## config.mk

```make
export PLATFORM = sky130hd
export DESIGN_NAME = block_stream_buf
export DESIGN_NICKNAME = d
export VERILOG_FILES = /design/src/rtl/bsb_pkg.sv /design/src/rtl/bsb_ctrl.sv /design/src/rtl/bsb_datapath.sv /design/src/rtl/block_stream_buf.sv
export SDC_FILE = /design/constraint.sdc
export NUM_CORES = 1
export LEC_CHECK = 0
export ABC_CLOCK_PERIOD_IN_PS = 55100
export BUFFER_PORTS_ARGS = -buffer_cell sky130_fd_sc_hd__clkbuf_2
export CORE_ASPECT_RATIO = 0.5
export CORE_UTILIZATION = 55
export CTS_BUF_LIST = sky130_fd_sc_hd__clkbuf_4 sky130_fd_sc_hd__clkbuf_8 sky130_fd_sc_hd__clkbuf_16
export DETAILED_ROUTE_END_ITERATION = 10
export PLACE_DENSITY = 0.77
export SLEW_MARGIN = 0
export SYNTH_ARGS = -nofsm -noshare
export SYNTH_HDL_FRONTEND = slang
export SYNTH_SLANG_ARGS = --single-unit
```

## constraint.sdc

```tcl
create_clock -name clk -period 55.1 [get_ports clk]
set_input_delay 5.51 -clock clk [delete_from_list [all_inputs] [get_ports clk]]
set_output_delay 5.51 -clock clk [all_outputs]
set_load 0.005 [all_outputs]
```

## src/rtl/bsb_pkg.sv

```systemverilog
package bsb_pkg;

  // Strobes issued by the control unit to the datapath each clock
  typedef struct packed {
    logic drainFromHold;  // copy holding register into output register
    logic drainFromLoad;  // capture loadData into output register
    logic holdFromLoad;   // capture loadData into holding register
  } bsbStrobes_t;

endpackage

```

## src/rtl/bsb_ctrl.sv

```systemverilog
module bsb_ctrl
  import bsb_pkg::*;
#(
  parameter int LONGS       = 16,
  parameter int ADDR_W      = 20,
  parameter int BLOCK_BYTES = 64,
  localparam int IDX_W      = $clog2(LONGS)
) (
  input  logic              clk,
  input  logic              rstN,
  input  logic              startCmd,
  input  logic [ADDR_W-1:0] startAddr,
  input  logic              stopCmd,
  input  logic              loadStrobe,
  input  logic              outReady,
  output bsbStrobes_t       strobes,
  output logic [IDX_W-1:0]  readIdx,
  output logic              outValid,
  output logic              holdFull,
  output logic              reqValid,
  output logic [ADDR_W-1:0] reqAddr,
  output logic              overrun
);

  localparam logic [IDX_W-1:0]  LAST_IDX  = IDX_W'(LONGS - 1);
  localparam logic [ADDR_W-1:0] ADDR_STEP = ADDR_W'(BLOCK_BYTES);
  localparam logic [ADDR_W-1:0] ALIGN_MSK = ~ADDR_W'(BLOCK_BYTES - 1);

  logic              active;
  logic              drainFull;
  logic [ADDR_W-1:0] nextAddr;

  logic clearAll, pop, lastPop;
  logic drainAfter, holdAfter;
  logic loadOk, toDrain, toHold, dropBlk;

  always_comb begin
    clearAll = stopCmd || startCmd;
    pop      = drainFull && outReady;
    lastPop  = pop && (readIdx == LAST_IDX);

    // Occupancy once this clock's consumption is accounted for
    if (lastPop) begin
      drainAfter = holdFull;
      holdAfter  = 1'b0;
    end else begin
      drainAfter = drainFull;
      holdAfter  = holdFull;
    end

    loadOk  = active && loadStrobe && !clearAll;
    toDrain = loadOk && !drainAfter;
    toHold  = loadOk && drainAfter && !holdAfter;
    dropBlk = loadOk && drainAfter && holdAfter;

    strobes.drainFromHold = lastPop && holdFull && !clearAll;
    strobes.drainFromLoad = toDrain;
    strobes.holdFromLoad  = toHold;
  end

  always_ff @(posedge clk) begin
    if (!rstN) begin
      active    <= 1'b0;
      drainFull <= 1'b0;
      holdFull  <= 1'b0;
      readIdx   <= '0;
      overrun   <= 1'b0;
      nextAddr  <= '0;
    end else begin
      if (stopCmd)       active <= 1'b0;
      else if (startCmd) active <= 1'b1;

      if (clearAll) begin
        drainFull <= 1'b0;
        holdFull  <= 1'b0;
        readIdx   <= '0;
        overrun   <= 1'b0;
      end else begin
        drainFull <= drainAfter || toDrain;
        holdFull  <= holdAfter || toHold;
        if (lastPop)  readIdx <= '0;
        else if (pop) readIdx <= readIdx + IDX_W'(1);
        if (dropBlk)  overrun <= 1'b1;
      end

      if (startCmd && !stopCmd)  nextAddr <= startAddr & ALIGN_MSK;
      else if (toDrain || toHold) nextAddr <= nextAddr + ADDR_STEP;
    end
  end

  assign outValid = drainFull;
  assign reqValid = active && !(drainFull && holdFull);
  assign reqAddr  = nextAddr;

endmodule

```

## src/rtl/bsb_datapath.sv

```systemverilog
module bsb_datapath
  import bsb_pkg::*;
#(
  parameter int LONG_W  = 32,
  parameter int LONGS   = 16,
  localparam int IDX_W  = $clog2(LONGS),
  localparam int BLOCK_W = LONG_W * LONGS
) (
  input  logic               clk,
  input  bsbStrobes_t        strobes,
  input  logic [BLOCK_W-1:0] loadData,
  input  logic [IDX_W-1:0]   readIdx,
  output logic [LONG_W-1:0]  outData
);

  logic [LONG_W-1:0] loadLongs [LONGS];
  logic [LONG_W-1:0] drainRegs [LONGS];
  logic [LONG_W-1:0] holdRegs  [LONGS];

  for (genvar k = 0; k < LONGS; k++) begin : g_lane
    assign loadLongs[k] = loadData[k*LONG_W +: LONG_W];

    always_ff @(posedge clk) begin
      if (strobes.drainFromLoad)      drainRegs[k] <= loadLongs[k];
      else if (strobes.drainFromHold) drainRegs[k] <= holdRegs[k];
      if (strobes.holdFromLoad)       holdRegs[k]  <= loadLongs[k];
    end
  end

  assign outData = drainRegs[readIdx];

endmodule

```

## src/rtl/block_stream_buf.sv

```systemverilog
module block_stream_buf
  import bsb_pkg::*;
#(
  parameter int LONG_W = 32,
  parameter int LONGS  = 16,
  parameter int ADDR_W = 20,
  localparam int BLOCK_W     = LONG_W * LONGS,
  localparam int BLOCK_BYTES = BLOCK_W / 8,
  localparam int IDX_W       = $clog2(LONGS)
) (
  input  logic               clk,
  input  logic               rstN,
  input  logic               startCmd,
  input  logic [ADDR_W-1:0]  startAddr,
  input  logic               stopCmd,
  output logic               reqValid,
  output logic [ADDR_W-1:0]  reqAddr,
  input  logic               loadStrobe,
  input  logic [BLOCK_W-1:0] loadData,
  output logic [LONG_W-1:0]  outData,
  output logic               outValid,
  input  logic               outReady,
  output logic               overrun
);

  bsbStrobes_t      strobes;
  logic [IDX_W-1:0] readIdx;
  logic             holdFull;

  bsb_ctrl #(
    .LONGS(LONGS), .ADDR_W(ADDR_W), .BLOCK_BYTES(BLOCK_BYTES)
  ) u_ctrl (
    .clk(clk), .rstN(rstN),
    .startCmd(startCmd), .startAddr(startAddr), .stopCmd(stopCmd),
    .loadStrobe(loadStrobe), .outReady(outReady),
    .strobes(strobes), .readIdx(readIdx),
    .outValid(outValid), .holdFull(holdFull),
    .reqValid(reqValid), .reqAddr(reqAddr), .overrun(overrun)
  );

  bsb_datapath #(
    .LONG_W(LONG_W), .LONGS(LONGS)
  ) u_data (
    .clk(clk), .strobes(strobes), .loadData(loadData),
    .readIdx(readIdx), .outData(outData)
  );

endmodule

```

* Word-level counts from Yosys, hierarchy flattened
Memory sizes are Yosys's and may differ from the RTL's. A register that Yosys moved wholly into a read port is not among the register bits.
Index checks and enable logic that the tools add are counted.
** Storage, ports and cells
- Bits in registers :: 28
- Latch bits :: 0
- RAM bits :: 1024
- Memory bits (read-only) :: 0
- Output and inout bits :: 55
- Word-level logic and storage cells :: 85
- Memories :: 2
** Memory list
- u_data.drainRegs :: words 16, width 32, rd ports 1, clocked after Yosys merged registers in 1, write ports 16, line bsb_datapath.sv:17 : logic [LONG_W-1:0] drainRegs [LONGS];
- u_data.holdRegs :: words 16, width 32, rd ports 16, clocked after Yosys merged registers in 0, write ports 16, line bsb_datapath.sv:18 : logic [LONG_W-1:0] holdRegs [LONGS];
** Cells by class
- Add/subtract/negate cells :: 2
- $mul :: 0
- Divide/modulo/power cells :: 0
- Magnitude comparators :: 0
- Eq/ne operators :: 1
- Shift-type cells :: 0
- Muxes and demuxes :: 29
- Bitwise logic cells :: 17
- Reduce and logical (&&, ||, !) cells :: 27
** Operator list (count)
- two-way mux 32 bit :: 16
- two-way mux 20 bit :: 2
- adder 20 x 7 -> 20 bit, second input constant :: 1
- OR 1 bit :: 16
- logical AND 1 bit :: 13
- two-way mux 1 bit :: 9
- two-way mux 4 bit :: 2
- OR reduction 2 bit :: 3
- logical NOT 1 bit :: 5
- adder 4 x 1 -> 4 bit, second input constant :: 1
- == test 4 bit, second input constant :: 1
- logical OR 1 bit :: 4
- OR reduction 3 bit :: 1
- nonzero test 2 bit :: 1
- NOT 1 bit :: 1

* Longest topological paths before layout
Gate-level depths: netlist of run 1.
- Depth in word-level cells :: 8
- Mapped depth :: 8
- Depth with buffers taken out :: 5

* Modules after synthesis
A second synthesis of run 1 with hierarchy kept.
** Unflattened totals
- Cells, all modules :: 2020
- Area, all modules :: 41811.4 sq um
** By module, submodules not included
- bsb_datapath :: times used 1, cells each 1866, area each 40522.6 sq um, sequential area each 30749.5 sq um
- bsb_ctrl :: times used 1, cells each 154, area each 1288.7 sq um, sequential area each 440.4 sq um

* Worst setup path after synthesis of run 1
Ideal clock, no wire load.
- Path kind :: in2reg
- From :: in stopCmd
- To :: mem u_data.holdRegs[0][0], enable pin
- Setup time :: 1563 ps
- Arrival time :: 30704 ps
- Slack :: 22833 ps
- Cell stages on the path :: 3
- Cells stage by stage :: nand4bb_1 or2_2 a21oi_1
** RTL lines
- from (decl) :: line block_stream_buf.sv:15 : input logic stopCmd,
- to (decl) :: line bsb_datapath.sv:18

==> results.txt, run 1 <==
status -> finished clean
vias in the first global route -> 21530
synthesized cell area -> 43900 um2
Rel. slew slack -> 0.193
CTS tree -> built
Final Setup Violations -> 0
Peak Freq -> 0.102 GHz
Worst-Margin Slew -> 1210 ps
most common cell in the netlist -> edfxtp_1
reg2reg setup slack -> 49720 ps
Total GRT Usage -> 0.225
Filler cells -> 5268
layout cells sized above 1 -> 0.549
starting density of the core -> 0.562
Clk pin slew, worst setup/hold paths -> 60 ps
Worst Setup SP -> outReady
top cells by area, synth -> edfxtp_1 (70%), mux2_4 (16%), mux4_2 (8.2%), buf_6 (1.3%), dfxtp_1 (1.2%)
register area share after synthesis -> 0.712
Final GP Congestion -> 0.823
Required @ worst endpoint -> 55390 ps
average size of a mapped cell -> 22.6 um2
worst hold path class -> reg -> reg
Synth area leader -> edfxtp_1
worst vdd ir -> 0.0000213 V
Routed WL -> 91200 um
GR Overflow Total -> 0
crit share post-route -> 0.179
Post-CTS Resized -> 0
Core Box Area -> 78200 um2
Syn Inst Count -> 1940
clock power share -> 0.414
Sequential cell area -> 31300 um2
Worst Path Arrival -> 10130 ps
DPL Wire Length -> 58800 um
hold_buf cts -> 0
Crit Path Max Fanout -> 167
Psw -> 0.314 mW
CTS H-tree lvls -> 3
Worst Setup Start Kind -> input port
DRT Pass-1 Iters -> 6
unrepaired setup endpoints after global routing -> false
Area growth syn-to-layout -> 15.4%
Wirelength per Cell -> 24.8 um
Seq cells post-synth -> 1050
Yosys top cell area share -> 0.700
Synth async-reset ratio -> 0
main flop type after synthesis -> edfxtp_1
clk sinks -> 1050
initial antenna violation count -> 29
Reg2Reg Depth -> 7
Die Area -> 81100 um2
PortBufs -> 580
reg2reg end -> u_data.drainRegs[12][9]$_DFFE_PP_
post-route antenna net violation count -> 0
Post-DP Area -> 47600 um2
critical path class -> in -> reg
# DRC -> 0
Tmin final -> 9840 ps
Max Cap Viol -> 0
IO Pins -> 593
synth cell count leaders -> edfxtp_1 (1024), mux2_4 (469), mux4_2 (160)
postcts setup bufs -> 0
unique cell type count in the Yosys netlist -> 40
leakage -> 19.2 nW
endpoints failing hold -> 0
Die Ht -> 202 um
clock latency on the worst-skew pair -> 670 ps
setup TNS -> 0 ps
Synth Warn # -> 0
Setup WS post-layout -> 45260 ps
CTS buffer count -> 90
hold slack -> 507 ps
Critical Path End Type -> register
largest net degree at the start of global routing -> 172
Nets -> 3078
CP endpoint -> u_data.drainRegs[12][9]$_DFFE_PP_
vias per cell -> 5.59
internal power -> 1.29 mW
worst clock skew -> 16.9 ps
Reg power frac -> 0.549
Clk Tree Root Cell -> clkbuf_16
first-pass GRT wire length -> 135000 um
Sw Share -> 0.196
DRT iter0 DRCs -> 1577
Site Rows -> 72
Die X -> 402 um
vias post-DR -> 20560
PD cells -> 31.6 nW/um2
multi-input logic area -> 11900 um2
CTS Buffer Depth -> 3
Final Instance Area -> 50700 um2
Post-synth EDFFs -> 1024
number of slew-limit violations in the final report -> 0
RR Startpoint -> u_ctrl.outValid$_SDFF_PP0_
Comb pwr share -> 0.037
pre-CTS setup slack -> 44490 ps
-- power groups by stage --
stage / registers, mW / clock network [mW] / logic [mW]
CTS: 0.880 / 0.676 / 0.0595
global placement: 0.898 / 0 / 0.0566
floorplan: 0.900 / 0 / 0.0303
finish: 0.881 / 0.664 / 0.0590
detailed placement: 0.898 / 0 / 0.0590
global route: 0.880 / 0.705 / 0.0638
-- how the worst min path moves through the flow --
stage,cells after the start,to,slack (ps),startpoint
6_report,2,register,510,u_ctrl.readIdx[1]$_SDFFE_PP0N_
5_1_grt,2,u_ctrl.reqAddr[15]$_SDFFE_PN0P_,540,u_ctrl.reqAddr[15]$_SDFFE_PN0P_
4_1_cts,2,register,510,u_ctrl.readIdx[1]$_SDFFE_PP0N_
3_5_place_dp,2,register,500,u_ctrl.readIdx[1]$_SDFFE_PP0N_
3_3_place_gp,2,u_ctrl.active$_SDFFE_PP0P_,490,u_ctrl.active$_SDFFE_PP0P_
2_1_floorplan,2,u_ctrl.overrun$_SDFFE_PP0P_,460,u_ctrl.overrun$_SDFFE_PP0P_
-- metal layers --
metal  part of all wire  global-route usage
met4              0.028              0.0928
met3              0.037              0.0353
met2               0.54               0.399
met1               0.39               0.276
met5                  0                   0
-- logic make-up after synthesis --
family | after synthesis | synth area share
DFF | 1050 | 0.712
muxes | 673 | 0.254
other | 1 | 0.0000853
AOI/OAI and AO/OA | 46 | 0.00629
adders and majority gates | 2 | 0.000569
buffers and inverters | 108 | 0.0193
and+or+nand+nor | 52 | 0.00698
xor gates and xnor gates | 8 | 0.00159
-- worst max-delay path, stage by stage --
cell and delay [ps]:
clkbuf_2 100, and2_1 290, nand4_4 180, or2_4 530, nand2_4 780, buf_12 720
buf_4 910, buf_4 800
-- metrics by stage --
stage,power [mW],utilization,cells
4_1_cts,1.62,0.648,3649
6_report,1.60,0.649,3678
3_5_place_dp,0.957,0.609,3482
3_3_place_gp,0.955,0.609,3482
2_1_floorplan,0.930,-,1945
5_1_grt,1.65,0.649,3677
-- placed cells by master (no fill, tap or decap), drive strengths merged, types with 3 or more instances in the layout --
cell type	count
o31ai	5
clkinvlp	3
mux2	512
o21ai	16
inv	5
conb	6
xnor2	4
diode	29
nand2	13
edfxtp	1024
mux4	160
clkinv	41
nor2	8
a31oi	7
bufinv	11
clkbuf	690
nand4	4
and4	3
xor2	4
dfxtp	26
or4	5
nand3	5
a21oi	11
buf	26
-- cell type report --
type | count | share of cell area
Antenna cell | 29 | 0.00143
Clock buffer | 110 | 0.0484
Tap cell | 1036 | 0.0256
Multi-Input combinational cell | 787 | 0.234
Timing Repair Buffer | 606 | 0.0618
Sequential cell | 1050 | 0.617
Inverter | 3 | 0.000222
Clock inverter | 57 | 0.0119
-- registers in the layout (all words and copies together) (netlist names), named ones only --
signal and count:
u_ctrl.reqAddr 14, u_ctrl.outValid 1, u_data.holdRegs 512, u_data.drainRegs 512
u_ctrl.overrun 1, u_ctrl.active 1, u_ctrl.readIdx 4, u_ctrl.holdFull 1
(Power assumes the default switching activity.)
==> inputs of run 2 (changes only) <==
ABC_CLOCK_PERIOD_IN_PS = 9250   (was 55100)
clock period = 9.25 ns   (was 55.1 ns; I/O delays follow)
==> run 2 against run 1 <==
Effect of this change: sequential share of layout area barely moved; non-clock buffer count fell by 3; clock-buffer cell count fell by 1; hold slack got worse by 58 ps; clock skew rose by 12 ps; flip-flop and latch count did not move; total power rose to 5.9 times the previous value; core utilization barely moved; wire length fell by 1.1%; combinational power rose to 5.9 times the previous value; final area barely moved.
==> results.txt, run 2 (same netlist as run 1, synthesis figures left out) <==
critical path class -> reg -> out
Site Rows -> 72 (unchanged)
DPL Wire Length -> 58300 um (-0.76%)
Top Family by Delay on Critical Path -> buffers and inverters
Die Area -> 81100 um2 (unchanged)
Critical-path top delay cell -> dfxtp_4
worst clock skew -> 28.7 ps (+11.8 ps)
Critical Path Most Common Cell -> mux4_2
vias per cell -> 5.57 (-0.35%)
first-pass GRT wire length -> 133000 um (-1.7%)
Nets -> 3073 (-0.16%)
PortBufs -> 580 (unchanged)
Required @ worst endpoint -> 8330 ps (-47060 ps)
CTS Buffer Depth -> 3 (unchanged)
Total GRT Usage -> 0.221 (-0.00402)
Worst Setup Start Kind -> register
IO Pins -> 593 (unchanged)
worst hold path class -> in -> reg
CTS H-tree lvls -> 3 (unchanged)
Final Setup Violations -> 0 (unchanged)
Reg2Reg Depth -> 6 (-1)
Worst Path Arrival -> 3600 ps (-6530 ps)
Crit Path Max Fanout -> 49 (-71%)
most common cell after layout, fill and taps aside -> edfxtp_1
Die X -> 402 um (unchanged)
status -> finished clean
Final Instance Area -> 50700 um2 (about the same)
Routed WL -> 90200 um (-1.1%)
Core Box Area -> 78200 um2 (unchanged)
WHS Path Cells -> 1 (-1)
Wirelength per Cell -> 24.6 um (-0.90%)
WP depth -> 4 (-4)
Max Cap Viol -> 0 (unchanged)
Worst-Margin Slew -> 1140 ps (-73.4 ps)
PD cells -> 187 nW/um2 (+490%)
Rel. slew slack -> 0.242 (+0.0489)
number of slew-limit violations in the final report -> 0 (unchanged)
Max stage delay on crit path -> 930 ps (+20 ps)
vias in the first global route -> 21479 (-0.24%)
clk sinks -> 1050 (unchanged)
Die Ht -> 202 um (unchanged)
initial antenna violation count -> 34 (+17%)
# DRC -> 0 (unchanged)
DRT iter0 DRCs -> 1396 (-11%)
Peak Freq -> 0.221 GHz
pre-CTS setup slack -> 4500 ps (-39990 ps)
Setup WS post-layout -> 4730 ps (-40540 ps)
CTS tree -> built
unrepaired setup endpoints after global routing -> false
Filler cells -> 5234 (-0.65%)
buffers plus inverters on the worst setup path -> 2 (-2)
worst vdd ir -> 0.000154 V (+620%)
Critical Path End Type -> output pin
Tmin final -> 4520 ps
endpoints failing hold -> 0 (unchanged)
Post-DP Area -> 47600 um2 (about the same)
Critical Path, Cell by Cell -> buf_4 > mux4_2 > mux4_2 > clkbuf_2
most frequent cells in the layout -> edfxtp_1 (1024), clkbuf_2 (580), mux2_4 (469)
hold_buf cts -> 0 (unchanged)
leakage -> 19.2 nW (-0.14%)
Clk pin slew, worst setup/hold paths -> 70 ps (about the same)
setup TNS -> 0 ps (unchanged)
CTS buffer count -> 88 (-2.2%)
postcts setup bufs -> 0 (unchanged)
Area growth syn-to-layout -> 15.4% (about the same)
post-route antenna net violation count -> 0 (unchanged)
vias post-DR -> 20450 (-0.54%)
crit share post-route -> 0.489
DRT Pass-1 Iters -> 5 (-1)
Post-CTS Resized -> 0 (unchanged)
GR Overflow Total -> 0 (unchanged)
largest net degree at the start of global routing -> 178 (+3.5%)
starting density of the core -> 0.562 (unchanged)
clock latency on the worst-skew pair -> 670 ps (about the same)
Final GP Congestion -> 0.838 (+1.8%)
Clk Tree Root Cell -> clkbuf_16
layout cells sized above 1 -> 0.549 (about the same)
## run 2: routing by layer
metal  vias to the layer above  global-route usage  wire length [um]
li1                       9244                   -                 -
met1                     10627               0.264             34600
met2                       436               0.394             49600
met3                       143              0.0343              3110
met4                         0               0.104              2940
met5                         -                   0                 0
## run 2: cell type report
type / count / area, um2 / area share
Multi-Input combinational cell: 787 / 11900 / 0.235
Clock inverter: 48 / 554 / 0.0109
Sequential cell: 1050 / 31300 / 0.617
Antenna cell: 35 / 87.6 / 0.00173
Inverter: 3 / 11.3 / 0.000222
Clock buffer: 109 / 2420 / 0.0478
Timing Repair Buffer: 603 / 3150 / 0.0621
Tap cell: 1036 / 1300 / 0.0256
## run 2: final timing paths
kind	startpoint	endpoint	slack [ps]
max	register	outData[10]	4730
min	loadData[44]	u_data.holdRegs[0][44]$_DFFE_PP_	450
max reg2reg	u_ctrl.outValid$_SDFF_PP0_	u_data.drainRegs[15][14]$_DFFE_PP_	5140
min reg2reg	u_ctrl.readIdx[1]$_SDFFE_PP0N_	register	510
## run 2: through the flow
stage	std cells	hold WS, ps	utilization	power, mW
after floorplan	1945	460	-	5.54
after global placement	3479	495	0.609	5.68
after detailed placement	3479	503	0.609	5.70
after CTS	3636	395	0.647	9.55
after global routing	3671	406	0.648	9.75
final	3671	450	0.648	9.47
## run 2: report_power, final
| part | switching [mW] | total [mW] | leakage (nW) | internal, mW |
|---|---|---|---|---|
| Sequential | 0.00991 | 5.25 | 9.43 | 5.24 |
| Combinational | 0.120 | 0.351 | 8.26 | 0.231 |
| Clock | 1.68 | 3.87 | 1.48 | 2.20 |
| Total | 1.81 | 9.47 | 19.2 | 7.67 |
## run 2: worst register-to-register path, delay by kind of cell, from the launching register on
kind,cells,cell delay [ps]
buf+inv,2,1760
flops,1,370
simple gates,3,1300
mux,1,470
==> inputs of run 3 (changes only) <==
ABC_CLOCK_PERIOD_IN_PS = 4550   (was 9250)
clock period = 4.55 ns   (was 9.25 ns; I/O delays follow)
==> run 3 against run 2 <==
Effect of this change: total power rose by 110%; final area increased by 11%; via count rose by 15%; core utilization up 7.1 points; combinational power increased to 3.3 times the previous value; wire length grew 17%; die area unchanged; sequential share of layout area decreased by 6.1 points; critical path type unchanged; largest power group unchanged.
==> results.txt, run 3 (same netlist as run 1, synthesis figures left out) <==
critical path class -> reg -> out
worst clock skew -> 26.1 ps (-2.60 ps)
DRT iter0 DRCs -> 2025 (+45%)
Site Rows -> 72 (unchanged)
Final Instance Area -> 56300 um2 (+11%)
vias in the first global route -> 25425 (+18%)
PD cells -> 354 nW/um2 (+89%)
Core Box Area -> 78200 um2 (unchanged)
Crit Path Max Fanout -> 18 (-63%)
Tmin final -> 3510 ps
Wirelength per Cell -> 25.1 um (+2.3%)
Core Util, Final -> 0.720 (+0.0714)
IO Pins -> 593 (unchanged)
Post-DP Area -> 48000 um2 (+0.87%)
DRT Pass-1 Iters -> 6 (+1)
layout cells sized above 1 -> 0.464 (-0.0854)
unrepaired setup endpoints after global routing -> false
worst vdd ir -> 0.000300 V (+95%)
CTS tree -> built
Worst Path Arrival -> 3060 ps (-540 ps)
Nets -> 3612 (+18%)
CTS Buffer Depth -> 3 (unchanged)
clk sinks -> 1050 (unchanged)
CTS buffer count -> 89 (+1.1%)
Die Ht -> 202 um (unchanged)
leakage -> 21.5 nW (+12%)
number of slew-limit violations in the final report -> 0 (unchanged)
vias post-DR -> 23514 (+15%)
Die Area -> 81100 um2 (unchanged)
reg2reg setup slack -> 1210 ps (-3930 ps)
# DRC -> 0 (unchanged)
Routed WL -> 106000 um (+17%)
postcts setup bufs -> 0 (unchanged)
Final GP Congestion -> 0.837 (-0.12%)
largest net degree at the start of global routing -> 114 (-36%)
endpoints failing hold -> 0 (unchanged)
post-route antenna net violation count -> 0 (unchanged)
DPL Wire Length -> 61700 um (+5.8%)
most frequent cells in the layout -> edfxtp_1 (1024), clkbuf_2 (580), dlygate4sd3_1 (513)
hold slack -> 60.7 ps (-389 ps)
Max Cap Viol -> 0 (unchanged)
Rel. slew slack -> 0.246 (+0.00373)
Total GRT Usage -> 0.257 (+0.0361)
Critical Path, Cell by Cell -> buf_4 > mux4_2 > mux4_2 > clkbuf_2
Worst Setup Start Kind -> register
Max stage delay on crit path -> 670 ps (-260 ps)
GR Overflow Total -> 0 (unchanged)
worst hold path class -> in -> reg
CTS H-tree lvls -> 3 (unchanged)
first-pass GRT wire length -> 155000 um (+17%)
Critical Path Most Common Cell -> mux4_2
Die X -> 402 um (unchanged)
Peak Freq -> 0.285 GHz
vias per cell -> 5.57 (about the same)
Required @ worst endpoint -> 4090 ps (-4240 ps)
Worst-Margin Slew -> 1130 ps (-6.74 ps)
Clk Tree Root Cell -> clkbuf_16
Final Setup Violations -> 0 (unchanged)
most common cell after layout, fill and taps aside -> edfxtp_1
starting density of the core -> 0.562 (unchanged)
Critical Path End Type -> output pin
status -> finished clean
PortBufs -> 580 (unchanged)
Clk pin slew, worst setup/hold paths -> 70 ps (about the same)
initial antenna violation count -> 39 (+15%)
Area growth syn-to-layout -> 28.1%
Critical-path top delay cell -> dfxtp_4
clock latency on the worst-skew pair -> 690 ps (+20 ps)
crit share post-route -> 0.772
## run 3: changes by cell type in the layout (fill, tap and decap cells not counted), sizes merged
cell         previous run  this run
dlygate4sd3             0       513
buf                    23        48
clkinv                 33        39
diode                  35        41
clkbuf                689       687
bufinv                 12        11
clkinvlp                3         2
inv                     3         4
## run 3: final timing paths
check	startpoint	depth (start not counted)	end
setup reg to reg	u_ctrl.outValid$_SDFF_PP0_	6	u_data.drainRegs[5][8]$_DFFE_PP_
hold reg to reg	u_ctrl.overrun$_SDFFE_PP0P_	2	u_ctrl.overrun$_SDFFE_PP0P_
setup / recovery	register	4	outData[20]
hold / removal	startAddr[11]	3	u_ctrl.reqAddr[11]$_SDFFE_PN0P_
## run 3: layout make-up
class | count | area, um2
Multi-Input combinational cell | 787 | 11900
Timing Repair Buffer | 1141 | 8690
Fill cell | 4537 | 21900
Inverter | 3 | 11.3
Clock buffer | 107 | 2420
Sequential cell | 1050 | 31300
Antenna cell | 41 | 103
Tap cell | 1036 | 1300
Clock inverter | 53 | 579
## run 3: power breakdown
| part | internal [mW] | leakage (nW) | switching, mW | total [mW] |
|---|---|---|---|---|
| Clock | 4.44 | 1.49 | 3.66 | 8.10 |
| Sequential | 10.6 | 9.43 | 0.0219 | 10.7 |
| Combinational | 0.760 | 10.6 | 0.387 | 1.15 |
## run 3: per-stage QoR
step	total power [mW]	instances	setup WS [ps]	setup TNS, ps
after floorplan	11.2	1945	-5220	-2671680
after global placement	11.6	3504	1250	0
after detailed placement	11.6	3504	1190	0
after CTS	19.9	4177	954	0
after global routing	20.4	4217	900	0
final	19.9	4218	1040	0
## run 3: worst max-delay path: cells and delay by family (launching register included)
kind	cells	cell delay, ps
multiplexers	2	1110
flip-flops	1	670
buffers and inverters	2	580
## run 3: what timing repair did
action,CTS,global route
resized for setup,0,0
hold buffers,513,0
endpoints found under the hold margin,513,0
## run 3: routing by layer
| metal | vias to the layer above | routed length (um) | track usage |
|---|---|---|---|
| met5 | - | 0 | 0 |
| met3 | 246 | 4360 | 0.0385 |
| met2 | 762 | 58100 | 0.467 |
| met4 | 0 | 4090 | 0.124 |
| met1 | 12195 | 39500 | 0.300 |
| li1 | 10311 | - | - |
